--- src/rtl/lane_evt_counter_pkg.sv ---
package lane_evt_counter_pkg;

  localparam int unsigned CTRL_OFF = 32'h08;
  localparam int unsigned DATA_OFF = 32'h0C;

  localparam logic [2:0] EN_CODE_ON  = 3'd3;
  localparam logic [2:0] EN_CODE_OFF = 3'd1;
  localparam logic [1:0] CLR_CODE    = 2'd1;

  typedef struct packed {
    logic [3:0] grp;
    logic [7:0] evt;
    logic [3:0] lane;
  } sel_t;

  typedef struct packed {
    sel_t sel;
    logic en_on;
    logic en_off;
    logic clr;
  } cmd_t;

endpackage

--- src/rtl/lec_cmd_decode.sv ---
module lec_cmd_decode
  import lane_evt_counter_pkg::*;
(
  input  logic [31:0] wdata_i,
  output cmd_t        cmd_o
);

  logic unused_bits;
  assign unused_bits = ^{wdata_i[31:28], wdata_i[15:12], wdata_i[7:5]};

  always_comb begin
    cmd_o.sel.grp  = wdata_i[27:24];
    cmd_o.sel.evt  = wdata_i[23:16];
    cmd_o.sel.lane = wdata_i[11:8];
    cmd_o.en_on    = (wdata_i[4:2] == EN_CODE_ON);
    cmd_o.en_off   = (wdata_i[4:2] == EN_CODE_OFF);
    cmd_o.clr      = (wdata_i[1:0] == CLR_CODE);
  end

endmodule

--- src/rtl/lec_evt_select.sv ---
module lec_evt_select
  import lane_evt_counter_pkg::*;
#(
  parameter int unsigned NUM_LANES      = 4,
  parameter int unsigned NUM_GROUPS     = 8,
  parameter int unsigned EVTS_PER_GROUP = 20,
  localparam int unsigned PER_LANE      = NUM_GROUPS * EVTS_PER_GROUP,
  localparam int unsigned NUM_STROBES   = NUM_LANES * PER_LANE
) (
  input  logic [NUM_STROBES-1:0] evt_i,
  input  sel_t                   sel_i,
  output logic                   hit_o
);

  localparam int unsigned LIDX_W = (PER_LANE > 1) ? $clog2(PER_LANE) : 1;
  localparam int unsigned LANE_W = (NUM_LANES > 1) ? $clog2(NUM_LANES) : 1;

  logic              ev_ok;
  logic              lane_ok;
  logic [LIDX_W-1:0] ev_idx;
  logic [NUM_LANES-1:0] lane_hit;

  always_comb begin
    int unsigned flat;
    ev_ok   = (32'(sel_i.grp) < NUM_GROUPS) && (32'(sel_i.evt) < EVTS_PER_GROUP);
    lane_ok = (32'(sel_i.lane) < NUM_LANES);
    flat    = 32'(sel_i.grp) * EVTS_PER_GROUP + 32'(sel_i.evt);
    ev_idx  = LIDX_W'(flat);
  end

  // one in-lane mux per lane, then pick the lane
  for (genvar l = 0; l < NUM_LANES; l++) begin : g_lane
    logic [PER_LANE-1:0] lane_vec;
    assign lane_vec    = evt_i[l*PER_LANE +: PER_LANE];
    assign lane_hit[l] = ev_ok & lane_vec[ev_idx];
  end

  assign hit_o = lane_ok & lane_hit[LANE_W'(sel_i.lane)];

endmodule

--- src/rtl/lec_counter.sv ---
module lec_counter #(
  parameter int unsigned CNT_W = 32
) (
  input  logic             clk_i,
  input  logic             rst_ni,
  input  logic             clr_i,
  input  logic             inc_i,
  output logic [CNT_W-1:0] cnt_o
);

  always_ff @(posedge clk_i or negedge rst_ni) begin
    if (!rst_ni)    cnt_o <= '0;
    else if (clr_i) cnt_o <= '0;   // clear beats a same-cycle increment
    else if (inc_i) cnt_o <= cnt_o + CNT_W'(1);
  end

endmodule

--- src/rtl/lane_evt_counter.sv ---
module lane_evt_counter
  import lane_evt_counter_pkg::*;
#(
  parameter int unsigned NUM_LANES      = 4,
  parameter int unsigned NUM_GROUPS     = 8,
  parameter int unsigned EVTS_PER_GROUP = 20,
  parameter int unsigned CNT_W          = 32,
  parameter int unsigned ADDR_W         = 8,
  localparam int unsigned NUM_STROBES   = NUM_LANES * NUM_GROUPS * EVTS_PER_GROUP
) (
  input  logic                   clk_i,
  input  logic                   rst_ni,
  input  logic [NUM_STROBES-1:0] evt_i,
  input  logic                   reg_we_i,
  input  logic [ADDR_W-1:0]      reg_addr_i,
  input  logic [31:0]            reg_wdata_i,
  output logic [31:0]            reg_rdata_o
);

  cmd_t             cmd;
  sel_t             sel_q;
  logic             en_q;
  logic             ctrl_wr;
  logic             hit;
  logic [CNT_W-1:0] cnt_w;

  assign ctrl_wr = reg_we_i && (reg_addr_i == ADDR_W'(CTRL_OFF));

  lec_cmd_decode i_decode (
    .wdata_i (reg_wdata_i),
    .cmd_o   (cmd)
  );

  always_ff @(posedge clk_i or negedge rst_ni) begin
    if (!rst_ni) begin
      sel_q <= '0;
      en_q  <= 1'b0;
    end else if (ctrl_wr) begin
      sel_q <= cmd.sel;
      if (cmd.en_on)       en_q <= 1'b1;
      else if (cmd.en_off) en_q <= 1'b0;
    end
  end

  lec_evt_select #(
    .NUM_LANES      (NUM_LANES),
    .NUM_GROUPS     (NUM_GROUPS),
    .EVTS_PER_GROUP (EVTS_PER_GROUP)
  ) i_select (
    .evt_i (evt_i),
    .sel_i (sel_q),
    .hit_o (hit)
  );

  lec_counter #(.CNT_W(CNT_W)) i_counter (
    .clk_i  (clk_i),
    .rst_ni (rst_ni),
    .clr_i  (ctrl_wr && cmd.clr),
    .inc_i  (en_q && hit),
    .cnt_o  (cnt_w)
  );

  always_comb begin
    reg_rdata_o = '0;
    if (reg_addr_i == ADDR_W'(CTRL_OFF))
      reg_rdata_o = {4'h0, sel_q.grp, sel_q.evt, 4'h0, sel_q.lane, en_q, 7'h00};
    else if (reg_addr_i == ADDR_W'(DATA_OFF))
      reg_rdata_o = 32'(cnt_w);
  end

endmodule

--- config.mk ---
export PLATFORM = sky130hd
export DESIGN_NAME = lane_evt_counter
export DESIGN_NICKNAME = d
export VERILOG_FILES = /design/src/rtl/lane_evt_counter_pkg.sv /design/src/rtl/lec_cmd_decode.sv /design/src/rtl/lec_evt_select.sv /design/src/rtl/lec_counter.sv /design/src/rtl/lane_evt_counter.sv
export SDC_FILE = /design/constraint.sdc
export NUM_CORES = 1
export LEC_CHECK = 0
export BUFFER_PORTS_ARGS = -buffer_cell sky130_fd_sc_hd__buf_4
export CAP_MARGIN = 20
export CELL_PAD_IN_SITES_DETAIL_PLACEMENT = 0
export CELL_PAD_IN_SITES_GLOBAL_PLACEMENT = 1
export CORE_AREA = 2 2 275 277
export CTS_CLUSTER_DIAMETER = 50
export DETAILED_ROUTE_END_ITERATION = 8
export DIE_AREA = 0 0 277 279
export GPL_TIMING_DRIVEN = 0
export PLACE_DENSITY = 0.48
export SLEW_MARGIN = 20
export SYNTH_ARGS = -nofsm -noshare
export SYNTH_HDL_FRONTEND = slang
export SYNTH_SLANG_ARGS = --single-unit
--- constraint.sdc ---
create_clock -name clk_i -period 10.55 [get_ports clk_i]
set_input_delay 1.5825 -clock clk_i [delete_from_list [all_inputs] [get_ports clk_i]]
set_output_delay 1.5825 -clock clk_i [all_outputs]
set_load 0.01 [all_outputs]
Word-level counts from Yosys, hierarchy flattened
Index checks and enable logic that the tools add are counted.

Add/subtract/negate cells: 2. Multipliers: 1. $lt $le $gt $ge: 5. Eq/ne operators: 5. Muxes and demuxes: 16. Bitwise gates (word level): 5. Reduce and logical (&&, ||, !) cells: 7.

Operators by type and width (number): $mux 32 (4); $add 32x1->32 const B (1); $bmux 1 s8 (4); $eq 8x4->1 const B (2); $lt 8x9->1 const B (1); $add 8x8->8 (1); $lt 8x5->1 const B (1); $mux 1 (7); $mul 4x3->6 const B (1); $and 1x1->1 (5); $logic_and 1x1->1 (4); $lt 4x3->1 const B (1); $lt 4x4->1 const B (1); $reduce_bool 2->1 (2); $eq 3x1->1 const B (1); $eq 3x2->1 const B (1); $lt 2x3->1 const B (1); $bmux 1 s2 (1); $eq 2x1->1 const B (1); $reduce_and 2->1 (1).

Flip-flop bits (word level): 49. Input bits: 683. Logic and storage cells: 46.

Logic depth before layout (Yosys ltp)
Gate-level depths: netlist (run 1).

Depth after elaboration: 11. Gate-level depth with buffers: 17.

By module
A second synthesis (run 1) with hierarchy kept.

Cells, all modules: 733. Area total of the unflattened synthesis: 8632.0 um2.

Modules (own cells, without submodules): lec_evt_select (instances 1, cells an instance 438, area an instance 5701.7 um2, seq. area each 0.0 um2); lec_counter (instances 1, cells an instance 176, area an instance 1680.4 um2, seq. area each 800.8 um2); lane_evt_counter (instances 1, cells an instance 100, area an instance 1102.3 um2, seq. area each 425.4 um2); lec_cmd_decode (instances 1, cells an instance 19, area an instance 147.6 um2, seq. area each 0.0 um2).

Worst setup path before layout (run 1)
No wires, ideal clock.

Path type: in2out. Start point: in reg_addr_i[5]. End point: out reg_rdata_o[12]. Arrival time: 2.662 ns. Required time: 8.968 ns. Setup slack: 6.306 ns. Cell stages on the path: 5. Buffers on the path: 2. Cells stage by stage: nor4_1 and3_1 clkbuf_1 clkbuf_1 and3_1.

Word-level cells in the longest chain between the ends: 3. Elaborated cells between the ends (all ways): 4. Classes of those cells: eq/ne: 2; mux: 2.

Ends and longest elaborated chain: start: declaration (line lane_evt_counter.sv:15) `input logic [ADDR_W-1:0] reg_addr_i,`; $eq 8x4->1 (line lane_evt_counter.sv:67) `else if (reg_addr_i == ADDR_W'(DATA_OFF))`; $mux 32 (line lane_evt_counter.sv:67); $mux 32 * (line lane_evt_counter.sv:65) `if (reg_addr_i == ADDR_W'(CTRL_OFF))`; end: declaration (line lane_evt_counter.sv:17) `output logic [31:0] reg_rdata_o`.

Every way passes the cells marked *; elsewhere a longest branch is shown, timed or not.

Final worst setup path (run 1)
Start point: reg sel_q[6] in the netlist's numbering. End point: reg i_counter.cnt_o[28].

Word-level cells in the longest chain between the ends: 9. Elaborated cells between the ends (all ways): 20. Classes of those cells: add/sub: 1; order compare: 1; mux: 10; bitwise: 5; reduce/logical: 3.

Ends and longest elaborated chain: start: declaration (line lane_evt_counter.sv:21) `sel_t sel_q;`; start signal: assignment (line lane_evt_counter.sv:39) `sel_q <= cmd.sel;`; $add 8x8->8 (line lec_evt_select.sv:27) `flat = 32'(sel_i.grp) * EVTS_PER_GROUP + 32'(sel_i.evt);`; $bmux 1 s8 (line lec_evt_select.sv:35) `assign lane_hit[l] = ev_ok & lane_vec[ev_idx];`; $mux 1 (implied by the code) (line lec_evt_select.sv:35); $and 1x1->1 (line lec_evt_select.sv:35); $bmux 1 s2 * (line lec_evt_select.sv:38) `assign hit_o = lane_ok & lane_hit[LANE_W'(sel_i.lane)];`; $mux 1 (implied by the code) * (line lec_evt_select.sv:38); $and 1x1->1 * (line lec_evt_select.sv:38); $logic_and 1x1->1 * (line lane_evt_counter.sv:59) `.inc_i (en_q && hit),`; $reduce_bool 2->1 (no source line) *; end signal: assignment (line lec_counter.sv:14) `else if (inc_i) cnt_o <= cnt_o + CNT_W'(1);`; end: declaration (line lec_counter.sv:8) `output logic [CNT_W-1:0] cnt_o`.

Every way passes the cells marked *; elsewhere a longest branch is shown, timed or not. The select of a mux whose other input is x is not followed. A chain may end at the register's enable or synchronous reset.

==> summary.md, run 1 <==
| Metric | Value |
|---|---|
| Max-slew violation count | `0` |
| Largest net degree at the start of global routing | `50` |
| DR pass1 iterations | `5` |
| Synth cell types | `77` |
| Setup TNS Final | `0 ns` |
| Power, Total | `1.20 mW` |
| FP Rows | `100` |
| Synthesized-area fraction occupied by adder cells | `0.0189` |
| Routability Congestion | `0.926` |
| Pre-CTS WS | `4.85 ns` |
| Proportion of layout cells with a drive suffix above 1 | `0.543` |
| Hold Crit Class | `register to register` |
| Remaining antenna violation count | `0` |
| Fin. Hold Viols | `0` |
| Crit-path cells | `ha_1 > inv_1 > fa_1 > xor2_2 > nand2_1 > a2111oi_0 > nor4_1 > or4_1 > nand3_1 > nand4_2 > clkbuf_2 > or4_1 > a21oi_1` |
| Slew HR | `0.220` |
| Number of CTS-inserted buffers | `5` |
| # setup viols final | `0` |
| Max-cap violations | `0` |
| Layout Nets | `2300` |
| Top post-synthesis cells by area | `mux2i_1 18%, mux4_1 13%, dfrtp_1 13%` |
| GR Overflow Total | `0` |
| First-pass GRT wire length | `104 mm` |
| Cell Area, Placed | `0.0159 mm^2` |
| Utilization after layout | `0.217` |
| Synth warn | `0` |
| CTS Hold Bufs | `0` |
| Post-Layout Cell Count | `2573` |
| Final min period | `5.63 ns` |
| H-tree lvl count | `2` |
| Peak per-stage delay on the critical path | `0.90 ns` |
| Compound-cell area share of the yosys netlist | `0.160` |
| Total wire length | `77.1 mm` |
| Clk buf depth | `2` |
| Number of synthesized flops with an enable pin | `0` |
| Die area | `0.0773 mm^2` |
| Pwr dens | `74.6 mW/mm^2` |
| Post-Syn Nets | `1589` |
| Syn-to-layout area delta | `71.3%` |
| Top cells by count, synth | `165 x mux2i_1, 61 x a22oi_1, 49 x dfrtp_1, 47 x mux4_1, 46 x mux4_2` |
| Core area | `0.0741 mm^2` |
| Yosys top cell by area | `mux2i_1` |
| Yosys reg bits | `49` |
| P_leak | `6.72 nW` |
| Vias in the first global route | `12580` |
| Clk sinks | `49` |
| Count leader, synth | `mux2i_1` |
| Simple-Gate Fraction of Synth Area | `0.141` |
| Final Cell Area | `0.0161 mm^2` |
| Detail-routed via count per cell | `4.41` |
| Critical Path AT | `5.84 ns` |
| Post-synthesis sequential area ratio | `0.131` |
| Synthesized instance count | `893` |
| TritonCTS clock tree | `built` |
| Synthesized cell area | `0.00938 mm^2` |
| Routed WL per cell | `30.0 um` |
| Clock skew | `0.00545 ns` |
| Worst Setup Slack, final | `4.92 ns` |
| Total track usage | `0.192` |
| Iteration-0 DRC Markers | `534` |
| IO buf count | `702` |
| Clock Tree Root | `clkbuf_16` |
| Prevailing post-synth register cell | `dfrtp_1` |
| N_diodes | `0` |
| Most used cell, CP | `or4_1` |
| Post-synth top area share | `0.176` |
| Setup bufs post-CTS | `0` |
| Worst Tran Pin Value | `1.17 ns` |
| Syn Area/Cell | `10.5 um^2` |
| Drt drc | `0` |
| Crit path max-delay family | `simple AND/OR/NAND/NOR gates` |
| Crit path kind | `register to register` |
| RSZ-0062 raised after global routing | `no` |
| FILL cells | `8218` |
| Outcome | `finished clean` |
| Via Count | `11358` |
| Top achievable clock speed | `178 MHz` |
| Chip height | `279 um` |
| Post-synthesis xor/xnor area fraction | `0.00920` |
| Placed Cells | `2566` |
| Mux cell area share after synthesis | `0.444` |
| Clock-pin slew on the worst setup and hold paths | `0.07 ns` |
| DP HPWL | `65.9 mm` |
| Worst-Skew Late Latency | `0.29 ns` |
| Critical Path Slowest Stage Cell | `a2111oi_0` |
| IO Pins | `715` |
| Die width | `277 um` |
| Initial Util | `0.127` |
| Buffers and inverters on the worst path | `2` |
| Crit path launch type | `register` |
| Tcrit/Tclk final | `0.534` |
| Max IR drop VDD | `44.9 uV` |
| Worst endpoint required time | `10.76 ns` |
| Maximum fanout along the worst path | `10` |
| Largest family of logic cells by synthesized area | `multiplexers` |
| Initial antenna violation count | `6` |
| Crit end category | `register` |
| Async S/R FF share, synth | `1.00` |
| Worst hold slack | `0.549 ns` |
| Post_cts resized | `0` |
## layout make-up
cell class              count  area [um^2]  share of cell area
inverters                  13         48.8             0.00304
repair buffers            704         5300               0.329
well taps                 969         1210              0.0754
flip-flops and latches     49         1230              0.0763
multi-input cells         741         7300               0.454
plain buffers              90          853              0.0531
clock buffers               7          143             0.00887
## cell usage in the layout, fill, tap and decap left out, types with 5 or more instances in the layout
cell       count
ha_1          11
or4_1         27
nor3_1         6
nand2_1       30
o211ai_1       5
a22oi_1       61
clkbuf_16      5
inv_1         13
mux2_2        22
nor2_1        35
mux4_2        46
o22ai_1        6
nand4_1       19
o31ai_1       26
and3_1        23
mux2i_1      165
a211oi_1       8
a21oi_1       45
buf_2          9
a2111oi_0      8
a221oi_1       7
buf_12        11
clkbuf_1      19
nor4_1         9
buf_6         13
nor2b_1       14
clkbuf_8      14
and2_2         5
o21ai_0        8
nand3_1       27
mux4_1        47
buf_4        715
dfrtp_1       49
## flip-flops by register name (all words and copies together), names as in the netlist
signal,cells
sel_q,16
i_counter.cnt_o,32
en_q,1
## worst reg2reg max path, delay by kind of cell (launching register included)
kind	cells	cell delay [ns]
compound gates	2	1.07
xor+xnor	1	0.77
fa+ha+maj	2	0.69
buf+inv	2	0.33
flops	1	0.44
simple gates	6	2.24
## kinds of logic (layout without fill, tap and decap cells)
kind of cell / count (synthesis) / after routing
xor+xnor: 9 / 9
buf+inv: 103 / 814
fa+ha+maj: 13 / 13
flops: 49 / 49
mux: 280 / 280
compound gates: 209 / 209
simple gates: 230 / 230
## worst paths after layout
path,cells after the start,end,slack [ns],startpoint
setup / recovery,13,i_counter.cnt_o[28],4.92,sel_q[6]
hold / removal,1,sel_q[2],0.55,sel_q[2]
setup reg to reg,13,i_counter.cnt_o[28],4.92,sel_q[6]
hold reg to reg,1,sel_q[2],0.55,sel_q[2]
max in group asynchronous,1,i_counter.cnt_o[22],8.74,rst_ni
min in group asynchronous,1,i_counter.cnt_o[6],1.34,rst_ni
## report_power, final
part	internal [mW]	switching, mW
logic	0.393	0.416
registers	0.202	0.0213
clock network	0.0935	0.0727
## routing by layer
layer | wire length [um] | track usage
met2 | 39100 | 0.351
met1 | 33600 | 0.244
met5 | 41 | 0
met3 | 4010 | 0.0323
met4 | 418 | 0.0130
(Power assumes the default switching activity.)
==> run 2: changes to the inputs <==
--- a/config.mk
+++ b/config.mk
@@ -9,12 +9,12 @@
 export CAP_MARGIN = 20
 export CELL_PAD_IN_SITES_DETAIL_PLACEMENT = 0
 export CELL_PAD_IN_SITES_GLOBAL_PLACEMENT = 1
-export CORE_AREA = 2 2 275 277
+export CORE_AREA = 2 2 276 278
 export CTS_CLUSTER_DIAMETER = 50
 export DETAILED_ROUTE_END_ITERATION = 8
-export DIE_AREA = 0 0 277 279
+export DIE_AREA = 0 0 278 280
 export GPL_TIMING_DRIVEN = 0
-export PLACE_DENSITY = 0.48
+export PLACE_DENSITY = 0.47
 export SLEW_MARGIN = 20
 export SYNTH_ARGS = -nofsm -noshare
 export SYNTH_HDL_FRONTEND = slang
==> constraint.sdc (replaced) <==
create_clock -name clk_i -period 5.4 [get_ports clk_i]
set_input_delay 0.81 -clock clk_i [delete_from_list [all_inputs] [get_ports clk_i]]
set_output_delay 0.81 -clock clk_i [all_outputs]
set_load 0.01 [all_outputs]
==> run 2 against run 1 <==
Worst setup slack lost 4.7 ns. Largest cell class unchanged. Sequential share of layout area down 0.051 points. Hold slack got worse by 0.0047 ns. Fmax rose by 9.7%. Combinational power up 97%. Critical path depth increased by 2.
==> summary.md, run 2 (same netlist as run 1, synthesis figures left out) <==
| Metric | Value |
|---|---|
| Routed WL per cell | `29.3 um (was 30.0 um)` |
| Largest Register | `i_counter.cnt_o (unchanged)` |
| Fin. Hold Viols | `0 (unchanged)` |
| Vias in the first global route | `12372 (was 12580)` |
| FP Rows | `101 (was 100)` |
| Detail-routed via count per cell | `4.43 (was 4.41)` |
| TritonCTS clock tree | `built (unchanged)` |
| Hold depth | `1 (unchanged)` |
| Setup TNS Final | `0 ns (unchanged)` |
| Remaining antenna violation count | `0 (unchanged)` |
| Peak per-stage delay on the critical path | `0.70 ns (was 0.90 ns)` |
| Clk buf depth | `2 (unchanged)` |
| Worst-case reg-to-reg path depth | `15 (was 13)` |
| Die width | `278 um (was 277 um)` |
| DP HPWL | `65.8 mm (was 65.9 mm)` |
| Commonest cells after routing, fill and taps aside | `715 x buf_4, 165 x mux2i_1, 61 x a22oi_1 (unchanged)` |
| Max-slew violation count | `0 (unchanged)` |
| R2R Setup Slk | `0.27 ns (was 4.92 ns)` |
| Total track usage | `0.187 (was 0.192)` |
| Final Cell Area | `0.0162 mm^2 (was 0.0161 mm^2)` |
| Biggest regs | `i_counter.cnt_o: 32 flops, sel_q: 16 flops, en_q: 1 flops (unchanged)` |
| Core area | `0.0752 mm^2 (was 0.0741 mm^2)` |
| P_leak | `6.75 nW (was 6.72 nW)` |
| Iteration-0 DRC Markers | `577 (was 534)` |
| Total wire length | `75.8 mm (was 77.1 mm)` |
| Crit end category | `register (unchanged)` |
| Clock Tree Root | `clkbuf_16 (unchanged)` |
| Clk sinks | `49 (unchanged)` |
| Max reg flops | `32 (unchanged)` |
| Layout Nets | `2301 (was 2300)` |
| Top achievable clock speed | `195 MHz (was 178 MHz)` |
| Number of CTS-inserted buffers | `5 (unchanged)` |
| H-tree lvl count | `2 (unchanged)` |
| First-pass GRT wire length | `102 mm (was 104 mm)` |
| IO Pins | `715 (unchanged)` |
| Max-cap violations | `0 (unchanged)` |
| Crit path kind | `register to register (unchanged)` |
| Crit path launch type | `register (unchanged)` |
| CTS Hold Bufs | `0 (unchanged)` |
| Clock-pin slew on the worst setup and hold paths | `0.07 ns (about the same)` |
| Die area | `0.0778 mm^2 (was 0.0773 mm^2)` |
| Crit-path cells | `ha_1 > inv_1 > fa_1 > buf_6 > and2b_2 > clkbuf_1 > a22oi_1 > a21oi_1 > nor4_4 > o22ai_1 > o41ai_2 > nand4_2 > clkbuf_2 > or4_1 > a21oi_1 (was ha_1 > inv_1 > fa_1 > xor2_2 > nand2_1 > a2111oi_0 > nor4_1 > or4_1 > nand3_1 > nand4_2 > clkbuf_2 > or4_1 > a21oi_1)` |
| Slew HR | `0.245 (was 0.220)` |
| Initial antenna violation count | `5 (was 6)` |
| Worst-Skew Late Latency | `0.30 ns (was 0.29 ns)` |
| Final min period | `5.13 ns (was 5.63 ns)` |
| GR Overflow Total | `0 (unchanged)` |
| Max IR drop VDD | `123 uV (was 44.9 uV)` |
| RSZ-0062 raised after global routing | `no (unchanged)` |
| Clock skew | `0.0104 ns (was 0.00545 ns)` |
| Worst Tran Pin Value | `1.13 ns (was 1.17 ns)` |
| Crit path max-delay family | `simple AND/OR/NAND/NOR gates (unchanged)` |
| Chip height | `280 um (was 279 um)` |
| Buffers and inverters on the worst path | `4 (was 2)` |
| Hold Crit Class | `register to register (unchanged)` |
| FF-to-FF End | `i_counter.cnt_o[24] (was i_counter.cnt_o[28])` |
| Power, Total | `2.41 mW (was 1.20 mW)` |
| Critical Path AT | `5.35 ns (was 5.84 ns)` |
| Worst hold slack | `0.544 ns (was 0.549 ns)` |
| Largest net degree at the start of global routing | `50 (unchanged)` |
| Worst hold path endpoint | `sel_q[2] (unchanged)` |
| Tcrit/Tclk final | `0.950 (was 0.534)` |
| Reg-to-Reg Start | `sel_q[12] (was sel_q[6])` |
| Outcome | `finished clean (unchanged)` |
| Syn-to-layout area delta | `72.5% (was 71.3%)` |
| Cell Area, Placed | `0.0160 mm^2 (was 0.0159 mm^2)` |
| Via Count | `11476 (was 11358)` |
| Hold_sp | `sel_q[2] (unchanged)` |
| # setup viols final | `0 (unchanged)` |
| IO buf count | `702 (unchanged)` |
| Initial Util | `0.125 (was 0.127)` |
| Most used cell, CP | `a21oi_1 (was or4_1)` |
| Commonest non-fill, non-tap cell in the layout | `buf_4 (unchanged)` |
| Maximum fanout along the worst path | `10 (unchanged)` |
| Pwr dens | `149 mW/mm^2 (was 74.6 mW/mm^2)` |
| Drt drc | `0 (unchanged)` |
| DR pass1 iterations | `5 (unchanged)` |
| Proportion of layout cells with a drive suffix above 1 | `0.545 (was 0.543)` |
| Routability Congestion | `0.958 (was 0.926)` |
| Critical Path Slowest Stage Cell | `fa_1 (was a2111oi_0)` |
| Worst endpoint required time | `5.62 ns (was 10.76 ns)` |
run 2: cell types whose count changed in the layout (fill, tap and decap cells not counted), sizes merged:
cell,before,now
diode,0,5
buf,756,757
bufinv,0,1
clkbuf,42,41
clkdlybuf4s18,0,1
run 2: repair_timing:
| action | 4_1_cts | 5_1_grt |
|---|---|---|
| endpoints found under the setup margin | 30 | 24 |
| setup buffers | 0 | 0 |
| gates resized for setup | 3 | 3 |
| endpoints found under the hold margin | 0 | 0 |
run 2: layer usage:
layer  GRT usage  up-vias  routed length, um
met3      0.0261       28               3820
met1       0.241     5771              33300
met2       0.339      522              38000
met5           0        -                 11
li1            -     5153                  -
met4      0.0187        2                726
run 2: final cells by class:
class / count / area, um^2
tap: 978 / 1220
sequential: 49 / 1230
buffer: 89 / 848
inverter: 13 / 48.8
fill: 8325 / 59000
clock buffer: 7 / 143
timing repair buffer: 706 / 5310
clock inverter: 1 / 30.0
antenna: 5 / 12.5
multi-input combinational: 741 / 7340
run 2: power breakdown:
| group | switching [mW] | internal [mW] |
|---|---|---|
| Combinational | 0.810 | 0.775 |
| Clock | 0.156 | 0.232 |
| Sequential | 0.0429 | 0.394 |
run 2: worst max path at each step:
stage / start / endpoint / slack [ns] / cells after the start
2_1_floorplan: sel_q[12] / i_counter.cnt_o[11] / 1.76 / 15
3_3_place_gp: sel_q[12] / i_counter.cnt_o[26] / -1.33 / 13
3_5_place_dp: sel_q[12] / i_counter.cnt_o[25] / -0.40 / 13
4_1_cts: sel_q[12] / i_counter.cnt_o[25] / 0.05 / 13
5_1_grt: sel_q[12] / i_counter.cnt_o[24] / 0.03 / 16
6_report: sel_q[12] / i_counter.cnt_o[24] / 0.27 / 15
run 2: stage by stage:
step / setup WS (ns) / cells / util
6_report: 0.270 / 2589 / 0.215
5_1_grt: 0.0281 / 2584 / 0.215
4_1_cts: 0.0496 / 2585 / 0.215
3_5_place_dp: -0.399 / 2577 / 0.212
3_3_place_gp: -1.33 / 2573 / 0.211
2_1_floorplan: 1.76 / 893 / -
